## config.mk

```make
export PLATFORM = sky130hd
export DESIGN_NAME = hs_entry_seq
export DESIGN_NICKNAME = d
export VERILOG_FILES = /design/src/rtl/hs_seq_pkg.sv /design/src/rtl/hs_seq_evt.sv /design/src/rtl/hs_seq_fsm.sv /design/src/rtl/hs_tim_mux.sv /design/src/rtl/hs_entry_seq.sv
export SDC_FILE = /design/constraint.sdc
export NUM_CORES = 1
export LEC_CHECK = 0
export BUFFER_PORTS_ARGS = -buffer_cell sky130_fd_sc_hd__buf_4
export CORE_MARGIN = 10
export CORE_UTILIZATION = 34
export DETAILED_ROUTE_END_ITERATION = 16
export GPL_TIMING_DRIVEN = 0
export PLACE_DENSITY = 0.88
export SLEW_MARGIN = 20
export SYNTH_ARGS = -nofsm -noshare
export SYNTH_HDL_FRONTEND = slang
export SYNTH_SLANG_ARGS = --single-unit
```

## constraint.sdc

```tcl
create_clock -name clk -period 1.8 [get_ports clk]
set_input_delay 0.45 -clock clk [delete_from_list [all_inputs] [get_ports clk]]
set_output_delay 0.45 -clock clk [all_outputs]
set_load 0.02 [all_outputs]
```

## src/rtl/hs_seq_pkg.sv

```systemverilog
package hs_seq_pkg;

  typedef enum logic [2:0] {
    ST_IDLE, ST_MCODE, ST_GAP, ST_START, ST_READ, ST_WRITE, ST_STOP
  } seq_state_t;

  typedef enum logic [1:0] {
    ERR_NONE    = 2'd0,
    ERR_NACK    = 2'd1,
    ERR_UNEXP   = 2'd2,
    ERR_TIMEOUT = 2'd3
  } seq_err_t;

  localparam logic [1:0] EV_STARTED = 2'd0;
  localparam logic [1:0] EV_BYTES   = 2'd1;
  localparam logic [1:0] EV_NACK    = 2'd2;
  localparam logic [1:0] EV_STOPPED = 2'd3;

  localparam logic [7:0] MASTER_CODE = 8'h08;

  // strictly above the fast-mode ceiling means high-speed entry
  function automatic logic wants_hs(input logic [31:0] khz, input int unsigned ceil_khz);
    return khz > ceil_khz;
  endfunction

endpackage

```

## src/rtl/hs_seq_evt.sv

```systemverilog
module hs_seq_evt
  import hs_seq_pkg::*;
(
  input  logic       clk,
  input  logic       rst_n,
  input  logic       evt_vld,
  input  logic [1:0] evt_kind,
  output logic       ev_started,
  output logic       ev_bytes,
  output logic       ev_nack,
  output logic       ev_stopped,
  output logic       ev_any
);
  assign ev_any     = evt_vld;
  assign ev_started = evt_vld && (evt_kind == EV_STARTED);
  assign ev_bytes   = evt_vld && (evt_kind == EV_BYTES);
  assign ev_nack    = evt_vld && (evt_kind == EV_NACK);
  assign ev_stopped = evt_vld && (evt_kind == EV_STOPPED);

  AST_EV_ONEHOT: assert property (@(posedge clk) disable iff (!rst_n)
    ev_any |-> $onehot({ev_started, ev_bytes, ev_nack, ev_stopped}));
endmodule

```

## src/rtl/hs_seq_fsm.sv

```systemverilog
module hs_seq_fsm
  import hs_seq_pkg::*;
#(
  parameter int RATE_W     = 12,
  parameter int FS_MAX_KHZ = 400
) (
  input  logic              clk,
  input  logic              rst_n,
  input  logic              msg_go,
  input  logic              msg_first,
  input  logic              msg_rd,
  input  logic              msg_last,
  input  logic              msg_ign_nack,
  input  logic [RATE_W-1:0] req_khz,
  input  logic              ev_started,
  input  logic              ev_bytes,
  input  logic              ev_nack,
  input  logic              ev_stopped,
  input  logic              ev_any,
  input  logic              timeout,
  output seq_state_t        state,
  output logic              hs_active,
  output logic              cmd_start,
  output logic              cmd_stop,
  output seq_err_t          err
);
  seq_state_t nxt;
  seq_err_t   nerr;
  logic hs_mode, rd_q, last_q, ign_q;
  logic n_hs, n_mode, n_start, n_stop, hs_req, nack_ends, take_to;

  assign hs_req    = wants_hs(32'(req_khz), FS_MAX_KHZ);
  assign nack_ends = ev_nack && !ign_q;
  assign take_to   = timeout && (state != ST_IDLE) && (state != ST_STOP);

  always_comb begin
    nxt = state; nerr = err; n_hs = hs_active; n_mode = hs_mode;
    n_start = 1'b0; n_stop = 1'b0;
    if (take_to) begin
      nxt = ST_STOP; nerr = ERR_TIMEOUT; n_stop = 1'b1;
    end else begin
      unique case (state)
        ST_IDLE: if (msg_go) begin
          nerr = ERR_NONE; n_start = 1'b1; nxt = ST_START;
          if (msg_first) begin
            n_mode = hs_req; n_hs = 1'b0;
            if (hs_req) nxt = ST_MCODE;
          end else begin
            n_hs = hs_mode;
          end
        end
        ST_MCODE: if (ev_nack) nxt = ST_GAP;
          else if (ev_any) begin nxt = ST_STOP; nerr = ERR_UNEXP; n_stop = 1'b1; end
        ST_GAP: begin nxt = ST_START; n_hs = 1'b1; n_start = 1'b1; end
        ST_START: if (nack_ends) begin nxt = ST_STOP; nerr = ERR_NACK; n_stop = 1'b1; end
          else if (ev_started) nxt = rd_q ? ST_READ : ST_WRITE;
        ST_READ, ST_WRITE:
          if (nack_ends) begin nxt = ST_STOP; nerr = ERR_NACK; n_stop = 1'b1; end
          else if (ev_bytes) begin
            if (last_q) begin nxt = ST_STOP; n_stop = 1'b1; end
            else nxt = ST_IDLE;
          end
        ST_STOP: if (ev_stopped) begin nxt = ST_IDLE; n_hs = 1'b0; end
        default: nxt = ST_IDLE;
      endcase
    end
  end

  always_ff @(posedge clk or negedge rst_n) begin
    if (!rst_n) begin
      state <= ST_IDLE; err <= ERR_NONE; hs_active <= 1'b0; hs_mode <= 1'b0;
      cmd_start <= 1'b0; cmd_stop <= 1'b0;
      rd_q <= 1'b0; last_q <= 1'b0; ign_q <= 1'b0;
    end else begin
      state <= nxt; err <= nerr; hs_active <= n_hs; hs_mode <= n_mode;
      cmd_start <= n_start; cmd_stop <= n_stop;
      if (state == ST_IDLE && msg_go) begin
        rd_q <= msg_rd; last_q <= msg_last; ign_q <= msg_ign_nack;
      end
    end
  end

  AST_MC_ON_FAST: assert property (@(posedge clk) disable iff (!rst_n)
    (state == ST_MCODE) |-> !hs_active);
  AST_PULSE_EXCL: assert property (@(posedge clk) disable iff (!rst_n)
    !(cmd_start && cmd_stop));
  AST_MC_NACK_GAP: assert property (@(posedge clk) disable iff (!rst_n)
    (state == ST_MCODE && ev_nack && !timeout) |=> (state == ST_GAP));
  AST_GAP_ONE_CYCLE: assert property (@(posedge clk) disable iff (!rst_n)
    (state == ST_GAP && !timeout) |=> (state == ST_START && hs_active && cmd_start));
  AST_MC_UNEXP: assert property (@(posedge clk) disable iff (!rst_n)
    (state == ST_MCODE && ev_any && !ev_nack && !timeout)
      |=> (state == ST_STOP && err == ERR_UNEXP && cmd_stop));
  AST_IGN_NACK: assert property (@(posedge clk) disable iff (!rst_n)
    (ev_nack && ign_q && !timeout && (state == ST_READ || state == ST_WRITE))
      |=> $stable(state));
  AST_TIMEOUT_STOP: assert property (@(posedge clk) disable iff (!rst_n)
    (timeout && state != ST_IDLE && state != ST_STOP)
      |=> (state == ST_STOP && err == ERR_TIMEOUT && $stable(hs_active)));
endmodule

```

## src/rtl/hs_tim_mux.sv

```systemverilog
module hs_tim_mux #(
  parameter int DIV_W = 16,
  parameter int CNT_W = 7
) (
  input  logic             sel_hs,
  input  logic [DIV_W-1:0] fs_div_lo,
  input  logic [DIV_W-1:0] fs_div_hi,
  input  logic [CNT_W-1:0] fs_cnt,
  input  logic [DIV_W-1:0] hs_div_lo,
  input  logic [DIV_W-1:0] hs_div_hi,
  input  logic [CNT_W-1:0] hs_cnt,
  output logic [DIV_W-1:0] out_div_lo,
  output logic [DIV_W-1:0] out_div_hi,
  output logic [CNT_W-1:0] out_cnt
);
  localparam int SET_W = 2 * DIV_W + CNT_W;
  logic [SET_W-1:0] set_fs, set_hs, set_out;

  assign set_fs  = {fs_div_hi, fs_div_lo, fs_cnt};
  assign set_hs  = {hs_div_hi, hs_div_lo, hs_cnt};
  assign set_out = sel_hs ? set_hs : set_fs;
  assign {out_div_hi, out_div_lo, out_cnt} = set_out;
endmodule

```

## src/rtl/hs_entry_seq.sv

```systemverilog
module hs_entry_seq
  import hs_seq_pkg::*;
#(
  parameter int DIV_W      = 16,
  parameter int CNT_W      = 7,
  parameter int RATE_W     = 12,
  parameter int FS_MAX_KHZ = 400
) (
  input  logic              clk,
  input  logic              rst_n,
  input  logic              msg_go,
  input  logic              msg_first,
  input  logic              msg_rd,
  input  logic              msg_last,
  input  logic              msg_ign_nack,
  input  logic [RATE_W-1:0] req_khz,
  input  logic              evt_vld,
  input  logic [1:0]        evt_kind,
  input  logic              timeout,
  input  logic [DIV_W-1:0]  fs_div_lo,
  input  logic [DIV_W-1:0]  fs_div_hi,
  input  logic [CNT_W-1:0]  fs_cnt,
  input  logic [DIV_W-1:0]  hs_div_lo,
  input  logic [DIV_W-1:0]  hs_div_hi,
  input  logic [CNT_W-1:0]  hs_cnt,
  output logic              busy,
  output logic [1:0]        err_code,
  output logic              eng_en,
  output logic              eng_rd,
  output logic              cmd_start,
  output logic              cmd_stop,
  output logic              mc_vld,
  output logic [7:0]        mc_byte,
  output logic              tim_hs,
  output logic [DIV_W-1:0]  tim_div_lo,
  output logic [DIV_W-1:0]  tim_div_hi,
  output logic [CNT_W-1:0]  tim_cnt
);
  logic ev_started, ev_bytes, ev_nack, ev_stopped, ev_any, hs_active;
  seq_state_t state;
  seq_err_t   err;

  hs_seq_evt u_evt (
    .clk(clk), .rst_n(rst_n), .evt_vld(evt_vld), .evt_kind(evt_kind),
    .ev_started(ev_started), .ev_bytes(ev_bytes), .ev_nack(ev_nack),
    .ev_stopped(ev_stopped), .ev_any(ev_any)
  );

  hs_seq_fsm #(.RATE_W(RATE_W), .FS_MAX_KHZ(FS_MAX_KHZ)) u_fsm (
    .clk(clk), .rst_n(rst_n), .msg_go(msg_go), .msg_first(msg_first),
    .msg_rd(msg_rd), .msg_last(msg_last), .msg_ign_nack(msg_ign_nack),
    .req_khz(req_khz), .ev_started(ev_started), .ev_bytes(ev_bytes),
    .ev_nack(ev_nack), .ev_stopped(ev_stopped), .ev_any(ev_any),
    .timeout(timeout), .state(state), .hs_active(hs_active),
    .cmd_start(cmd_start), .cmd_stop(cmd_stop), .err(err)
  );

  hs_tim_mux #(.DIV_W(DIV_W), .CNT_W(CNT_W)) u_mux (
    .sel_hs(hs_active), .fs_div_lo(fs_div_lo), .fs_div_hi(fs_div_hi),
    .fs_cnt(fs_cnt), .hs_div_lo(hs_div_lo), .hs_div_hi(hs_div_hi),
    .hs_cnt(hs_cnt), .out_div_lo(tim_div_lo), .out_div_hi(tim_div_hi),
    .out_cnt(tim_cnt)
  );

  assign busy     = (state != ST_IDLE);
  assign err_code = err;
  assign eng_en   = (state != ST_IDLE) && (state != ST_GAP);
  assign eng_rd   = (state == ST_READ);
  assign mc_vld   = (state == ST_MCODE);
  assign mc_byte  = mc_vld ? MASTER_CODE : 8'h00;
  assign tim_hs   = hs_active;

  AST_BUSY_ERR_HOLD: assert property (@(posedge clk) disable iff (!rst_n)
    (!busy && !msg_go) |=> $stable(err_code));
endmodule

```

==> impl_metrics.yaml, run 1 <==
route:
  drt_iter0_drc: 54
  wire_per_inst_um: 21.25
  first_pass_iters: 4
  via_per_inst: 5.097
  drt_drc_violations_left: 0
  wirelength_um: 7650
  vias: 1835
  ant_nets: 0
die:
  chipWidth_um: 83.22
  core_area_mm2: 0.003771
  start_util_pct: 36.03
  ioPinCount: 157
  fp-row-count: 22
  dieHeight_um: 83.22
  die_area_mm2: 0.006925
clock_tree:
  cts_made_buffers: 3
  htreeDepth: 1
  path_clk_slew_ns: 0.05
  cts_sinks: 12
  cts_root_buf: "clkbuf_8"
  clk_path_buf_depth: 2
  holdBufCountCts: 0
  worstSkewPairLatency_ns: 0.24
  cts_tree: "yes"
grt:
  grt_pass1_vias: 1829
  grt_pass1_wl_um: 11090
  grt_antenna_before_repair: 0
  grt_usage_pct: 19.53
  grt_max_degree: 13
  overflow: 0
critical_path:
  crit_required_ns: 1.92
  end_kind: "flop"
  max_stage_delay_ns: 0.39
  cp_slowest_cell: "dfrtp_1"
  start_kind: "flop"
  cp_cell_sequence: "buf_6, clkinvlp_4, buf_4, o21ai_0, mux2i_1, a21boi_0, a311o_1"
  ff2ff_setup_slack_ns: -0.02
  criticalPathCategory: "flop to flop"
  worst-path-max-fanout: 8
  critPathLaunch: "u_fsm.state[1]"
  arrival_ns: 1.94
  reg2reg_from: "u_fsm.state[1]"
layout:
  drive_above_1_share_pct: 75.00
  n_antenna_cell: 0
  syn_to_final_growth_pct: 108.7
  nNetsFinal: 415
synth:
  yosysSeqAreaShare_pct: 22.10
  netlist_instances: 142
  synth_area_mm2: 0.001359
  synthTopCellsByCount: "mux2_2, dfrtp_1, buf_4"
  yosysTopAreaCell: "mux2_2"
  async_flop_share_pct: 100.0
  synth_most_common_cell: "mux2_2"
  ys_warn_count: 0
  yosysUniqueCellTypes: 43
  synthFlopType: "dfrtp_1"
  netlist_top_cells_area: "mux2_2, dfrtp_1, buf_4, a21oi_1, o21ai_0"
  synth_top_area_share_pct: 35.64
  syn_avg_cell_area_um2: 9.569
  ys_ff_latch: 12
  synth_edf_count: 0
sta:
  setup_tns_ns: -0.01911
  hold_viol_final: 0
  slew_violations: 0
  setup_ws_ns: -0.01911
  clock.fmax_mhz: 549.7
  setup_violations: 1
  clock_skew_ns: 0.0009756
  rsz0062_at_grt: "yes"
  period_needed_ns: 1.819
  period_share_pct: 101.1
pwr:
  power.share.clock_pct: 6.2
  p_int_uw: 2260
  p_seq_share_pct: 12.6
  p_leak_uw: 0.001415
  swShare_pct: 44.15
  power_switching_uw: 1787
  peakVddDrop_mv: 0.8231
  pwr-share-comb_pct: 81.2
  p_per_area_mw_per_mm2: 1427
placed_design:
  io_buffers: 149
  gp_congestion: 0.8855
  place_ws_ns: -0.1005
  hpwl_um: 6363
run_status:
  violations: "setup timing"
  status: "finished, violations left"
hold_path:
  hold_path.class: "primary input to asynchronous set/reset pin"
job:
  cap_viol_max_count: 0
[worst paths after layout]
check                           depth (start not counted)              end
worst max-delay path                                    7     u_fsm.err[1]
worst min-delay path                                    1       u_fsm.rd_q
worst max register to register                          7     u_fsm.err[1]
worst min register to register                          1       u_fsm.rd_q
max in group asynchronous                               1  u_fsm.hs_active
min in group clk                                        2    u_fsm.hs_mode
[flip-flops by register name (all words and copies together) (netlist names)]
| signal | flops |
|---|---|
| u_fsm.cmd_start | 1 |
| u_fsm.cmd_stop | 1 |
| u_fsm.err | 2 |
| u_fsm.hs_active | 1 |
| u_fsm.hs_mode | 1 |
| u_fsm.ign_q | 1 |
| u_fsm.last_q | 1 |
| u_fsm.rd_q | 1 |
| u_fsm.state | 3 |
[through the flow]
step | hold WS (ns) | power [uW] | cell area [um2] | util [%] | cells
floorplan | 0.1544 | 2266 | 1381 | - | 148
global placement | 0.3006 | 3230 | 2560 | 67.88 | 345
detailed placement | 0.3004 | 3284 | 2560 | 67.88 | 345
CTS | 0.04034 | 3779 | 2710 | 71.86 | 354
finish | 0.03982 | 4047 | 2835 | 75.18 | 360
global route | 0.04039 | 4277 | 2835 | 75.18 | 360
[layout by cell type, fill, tap and decap left out, types with 2 or more instances in the layout]
cell / n
nor3b_1: 2
nand2_1: 4
mux2_4: 8
nand3b_1: 4
o41ai_1: 2
mux2_2: 35
buf_4: 158
a311o_1: 2
a211oi_1: 3
nand2b_1: 5
buf_6: 17
a21oi_1: 7
nand3_1: 2
o21ai_0: 7
clkbuf_8: 3
dfrtp_1: 10
conb_1: 7
dfrtp_2: 2
nor2_1: 7
[per-layer routing]
metal / vias to the layer above / part of all wire, % / global-route usage [%]
met5: - / 0 / 0
met4: 0 / 0.97 / 2.923
met3: 9 / 8.0 / 5.762
met2: 100 / 55 / 37.43
met1: 866 / 36 / 20.56
li1: 860 / - / -
[cell type report]
class	count	area, um2
Inverter	2	11.26
Fill cell	291	935.9
Multi-Input combinational cell	119	1027
Timing Repair Buffer	161	1254
Clock buffer	3	41.29
Tap cell	48	60.06
Buffer	15	138.9
Sequential cell	12	302.8
[power by group through the flow]
stage               clock network (uW)  logic (uW)  registers, uW
global placement                     0        2710            518
CTS                                254        3020            505
detailed placement                   0        2760            524
floorplan                            0        1710            560
finish                             251        3280            512
global route                       267        3480            530
[worst max-delay path: cells and delay by family, from the launching register on]
family / cells / cell delay (ns)
buffers and inverters: 3 / 0.38
multiplexers: 1 / 0.31
flip-flops: 1 / 0.39
AO/OA/AOI/OAI: 3 / 0.63
[logic make-up after synthesis]
group / Yosys count / synth area share [%]
muxes: 44 / 36.37
and+or+nand+nor: 36 / 15.75
AOI/OAI and AO/OA: 31 / 17.04
buffers and inverters: 17 / 7.826
DFF: 12 / 22.10
xor gates and xnor gates: 1 / 0.6447
other: 1 / 0.2760
[timing repair]
item / 4_1_cts / 5_1_grt
setup endpoints to repair: 44 / 41
setup buffers: 6 / 6
gates resized for setup: 22 / 22
pin swaps: 0 / 5
(Power assumes the default switching activity.)
==> run 2: changes to the inputs <==
Settings changed: CORE_MARGIN 10 to 2, CORE_UTILIZATION 34 to 37, CTS_CLUSTER_DIAMETER set to 150, PLACE_DENSITY 0.88 to 0.94.
Clock period 1.8 ns to 2.27 ns, I/O delays scaled along.
==> run 2 against run 1 <==
Compared with the run above:
- the run now ends clean
- die area fell by 40%
- non-clock buffer count down 12
- total power decreased by 30%
- wire length shrank 29%
- worst hold slack gained 0.11 ns
- first-iteration DRC count increased by 7.4%
- clock power down 5%
- critical path depth down 2
- cell area shrank 7.5%
- combinational power decreased by 34%
- count of clock-buffer cells in the layout grew 1
==> impl_metrics.yaml, run 2 (synthesis gave the netlist of run 1 again) <==
placed_design:
  hpwl_um: 4543
  place_area_mm2: 0.002560
  io_buffers: 149
  gp_congestion: 0.8593
critical_path:
  rr_worst_depth: 5
  end_kind: "output port"
  crit_required_ns: 1.70
  critical_path_buf_inv_count: 3
  ff2ff_setup_slack_ns: 0.45
  worst-path-max-fanout: 10
  reg2reg_from: "u_fsm.state[2]"
  cp_top_family: "simple AND/OR/NAND/NOR gates"
  cp_cell_sequence: "buf_4, nor2b_2, and2_1, buf_4, buf_4"
  timing.rr.end: "u_fsm.err[1]"
  max_stage_delay_ns: 0.45
  criticalPathCategory: "flop to output port"
  path_common_cell: "buf_4"
  cp_slowest_cell: "dfrtp_1"
  start_kind: "flop"
  arrival_ns: 1.60
layout:
  final_common_cell: "buf_4"
  seqCellArea_um2: 300.3
  nNetsFinal: 403
  largest_register_ffs: 3
  reg.largest.list: "u_fsm.state: 3 flops, u_fsm.err: 2 flops"
  final_area_mm2: 0.002623
  multi_input_area_um2: 977.2
  syn_to_final_growth_pct: 93.00
  drive_above_1_share_pct: 72.09
  mostFrequentLayoutCells: "buf_4, mux2_2, dfrtp_1"
  fin_util_pct: 72.73
  n_antenna_cell: 0
  fill_cells: 282
  largest_register: "u_fsm.state"
clock_tree:
  htreeDepth: 1
  path_clk_slew_ns: 0.05
  cts_made_buffers: 3
  cts_root_buf: "clkbuf_8"
  cts_tree: "yes"
  cts_sinks: 12
  cts.repair.resized: 0
  holdBufCountCts: 0
  post_cts_buffers: 0
  worstSkewPairLatency_ns: 0.25
  clk_path_buf_depth: 2
die:
  fp-row-count: 22
  chipWidth_um: 64.60
  ioPinCount: 157
  core_area_mm2: 0.003606
  die_area_mm2: 0.004173
  start_util_pct: 37.68
  dieHeight_um: 64.60
route:
  wire_per_inst_um: 15.66
  drt_iter0_drc: 58
  wirelength_um: 5465
  via_per_inst: 5.046
  drt_drc_violations_left: 0
  ant_nets: 0
  vias: 1761
  first_pass_iters: 4
pwr:
  peakVddDrop_mv: 0.6615
  power.share.clock_pct: 8.4
  p_per_area_mw_per_mm2: 1074
  pwr-share-comb_pct: 76.6
  swShare_pct: 45.26
  p_seq_share_pct: 14.9
  p_leak_uw: 0.001307
  p_total_uw: 2817
  power_switching_uw: 1275
  p_int_uw: 1542
grt:
  grt_antenna_before_repair: 0
  overflow: 0
  grt_usage_pct: 24.96
  grt_pass1_wl_um: 8073
  grt_pass1_vias: 1654
  grt_max_degree: 13
sta:
  hold_viol_final: 0
  period_share_pct: 95.59
  clock.fmax_mhz: 460.9
  setup_tns_ns: 0
  setup_violations: 0
  period_needed_ns: 2.170
  clock_skew_ns: 0.002795
  slew_violations: 0
  rsz0062_at_grt: "no"
hold_path:
  hold_path.class: "primary input to asynchronous set/reset pin"
job:
  cap_viol_max_count: 0
run_status:
  status: "completed"
run 2: cell types whose count changed in the layout (fill, tap and decap cells not counted), moves of 2 or more:
cell / change
dfrtp_2: -2
mux2_4: -8
dfrtp_1: +2
clkbuf_2: +4
buf_6: -16
mux2_2: +8
run 2: worst max path at each step:
stage,cells past startpoint,start,slack [ns],endpoint
2_1_floorplan,4,u_fsm.state[2],0.38,mc_byte[3]
4_1_cts,5,u_fsm.state[2],0.02,mc_byte[3]
6_report,5,u_fsm.state[2],0.10,mc_byte[3]
5_1_grt,5,u_fsm.state[2],0.006,mc_byte[3]
3_3_place_gp,3,u_fsm.hs_active,0.30,tim_div_lo[7]
3_5_place_dp,3,u_fsm.hs_active,0.30,tim_div_lo[3]
run 2: cell type report:
| type | count | area share [%] |
|---|---|---|
| tap | 48 | 2.290 |
| buffer | 15 | 3.960 |
| sequential | 12 | 11.45 |
| inverter | 2 | 0.2863 |
| timing repair buffer | 149 | 42.65 |
| multi-input combinational | 119 | 37.26 |
| clock buffer | 4 | 2.099 |
run 2: power by group through the flow:
stage	clock (uW)	sequential, uW	combinational (uW)
5_1_grt	256	436	2290
2_1_floorplan	0	444	1350
3_3_place_gp	0	414	2100
6_report	238	420	2160
3_5_place_dp	0	421	2130
4_1_cts	246	418	2140
run 2: metrics by stage:
step	worst slack (ns)	hold slack, ns	instances
CTS	0.01671	0.1501	349
global route	0.006257	0.1549	349
global placement	0.2997	0.4184	345
detailed placement	0.3009	0.4172	345
floorplan	0.3832	0.2719	148
finish	0.1001	0.1547	349
run 2: routing by layer:
layer  up-vias  track usage, %  share of wire, %
met5         -               0                 0
met4         0           8.245               1.9
met3        12           6.424               8.7
met2        90           47.14                54
met1       822           26.83                36
li1        837               -                 -
==> run 3: changes to the inputs <==
Settings changed: CORE_UTILIZATION 37 to 34, PLACE_DENSITY 0.94 to 0.88.
Clock period 2.27 ns to 2.3 ns, I/O delays scaled along.
==> run 3 against run 2 <==
Compared with the run above:
- first-iteration DRC count down 5.2%
- clock power up 2%
- die area up 8.3%
- register-to-register slack worse by 0.03 ns
- count of clock-buffer cells in the layout unchanged
- cell count unchanged
- global-route usage up 0.18 points
- cell area about the same
- combinational power about the same
- wire length up 6.2%
- non-clock buffer count unchanged
- critical endpoint is now tim_div_hi[12]
- largest cell class unchanged
==> impl_metrics.yaml, run 3 (synthesis gave the netlist of run 1 again) <==
route:
  drt_drc_violations_left: 0
  ant_nets: 0
  first_pass_iters: 4
  drt_iter0_drc: 55
  via_per_inst: 4.948
  wire_per_inst_um: 16.63
  vias: 1727
  wirelength_um: 5803
critical_path:
  cp_slowest_cell: "buf_1"
  start_kind: "flop"
  end_kind: "output port"
  arrival_ns: 1.66
  worst-path-max-fanout: 10
  cp_cell_sequence: "buf_1, mux2_2, buf_4"
  max_stage_delay_ns: 0.43
  crit_required_ns: 1.73
  criticalPathCategory: "flop to output port"
die:
  core_area_mm2: 0.003744
  start_util_pct: 36.30
  fp-row-count: 22
  dieHeight_um: 67.22
  ioPinCount: 157
  chipWidth_um: 67.22
  die_area_mm2: 0.004518
sta:
  hold_viol_final: 0
  clock.fmax_mhz: 447.8
  period_share_pct: 97.10
  worstMarginPinSlew_ns: 0.5062
  period_needed_ns: 2.233
  slew_headroom_pct: 66.26
  rsz0062_at_grt: "no"
  clock_skew_ns: 0.0007312
  slew_violations: 0
  setup_violations: 0
  setup_ws_ns: 0.06664
  setup_tns_ns: 0
clock_tree:
  cts_sinks: 12
  htreeDepth: 1
  post_cts_buffers: 0
  worstSkewPairLatency_ns: 0.25
  holdBufCountCts: 0
  cts_made_buffers: 3
  cts_root_buf: "clkbuf_8"
  clk_path_buf_depth: 2
  cts_tree: "yes"
  path_clk_slew_ns: 0.06
  cts.repair.resized: 0
run_status:
  status: "completed"
placed_design:
  hpwl_um: 4805
  place_ws_ns: 0.2844
  io_buffers: 149
  gp_congestion: 0.8184
job:
  cap_viol_max_count: 0
layout:
  mostFrequentLayoutCells: "buf_4, mux2_2, dfrtp_1"
  largest_register: "u_fsm.state"
  reg.largest.list: "u_fsm.state: 3 flops, u_fsm.err: 2 flops"
  final_common_cell: "buf_4"
  largest_register_ffs: 3
  n_antenna_cell: 0
  syn_to_final_growth_pct: 92.91
  fill_cells: 307
  drive_above_1_share_pct: 71.76
  nNetsFinal: 403
pwr:
  p_per_area_mw_per_mm2: 1070
  p_leak_uw: 0.001304
  peakVddDrop_mv: 0.6640
grt:
  grt_max_degree: 13
  grt_usage_pct: 25.14
  grt_pass1_wl_um: 8390
  grt_antenna_before_repair: 0
  overflow: 0
  grt_pass1_vias: 1654
hold_path:
  hold_path.class: "primary input to asynchronous set/reset pin"
[run 3: worst max-delay path: cells and delay by family (launching register included)]
kind     cells  cell delay (ns)
mux          1             0.40
flops        1             0.41
buf+inv      2             0.59
[run 3: power breakdown]
| part | internal [uW] | switching, uW |
|---|---|---|
| Combinational | 1050 | 1110 |
| Sequential | 319 | 89.1 |
| Clock | 152 | 90.6 |
| Total | 1520 | 1280 |
[run 3: final cells by class]
| type | count | area (um2) | area share [%] |
|---|---|---|---|
| timing repair buffer | 149 | 1119 | 42.67 |
| buffer | 15 | 102.6 | 3.914 |
| sequential | 12 | 300.3 | 11.46 |
| clock buffer | 4 | 55.05 | 2.100 |
| multi-input combinational | 119 | 977.2 | 37.28 |
| tap | 48 | 60.06 | 2.291 |
| inverter | 2 | 7.507 | 0.2864 |
[run 3: per-layer routing]
metal | vias to the layer above | part of all wire (%) | GRT usage (%)
li1 | 836 | - | -
met1 | 796 | 35 | 26.33
met2 | 85 | 55 | 49.26
met3 | 10 | 8.2 | 5.167
met4 | 0 | 2.4 | 8.163
met5 | - | 0 | 0
[run 3: final timing paths]
path                       slack (ns)  depth (start not counted)       startpoint              to
setup / recovery                 0.07                          3  u_fsm.hs_active  tim_div_hi[12]
hold / removal                   0.16                          1            rst_n     u_fsm.ign_q
min in group clk                 0.52                          2        msg_first   u_fsm.hs_mode
hold reg to reg                  0.53                          1       u_fsm.rd_q      u_fsm.rd_q
max in group asynchronous        1.96                          1            rst_n      u_fsm.rd_q
setup reg to reg                 0.42                          5   u_fsm.state[2]    u_fsm.err[1]
[run 3: per-stage QoR]
step | util [%] | instances | hold slack (ns) | total power, uW | instance area, um2
global route | 70.02 | 349 | 0.1628 | 2975 | 2621
finish | 70.02 | 349 | 0.1635 | 2805 | 2621
global placement | 68.38 | 345 | 0.4252 | 2522 | 2560
detailed placement | 68.38 | 345 | 0.4284 | 2546 | 2560
floorplan | - | 148 | 0.2794 | 1774 | 1381
CTS | 69.85 | 349 | 0.1624 | 2802 | 2615
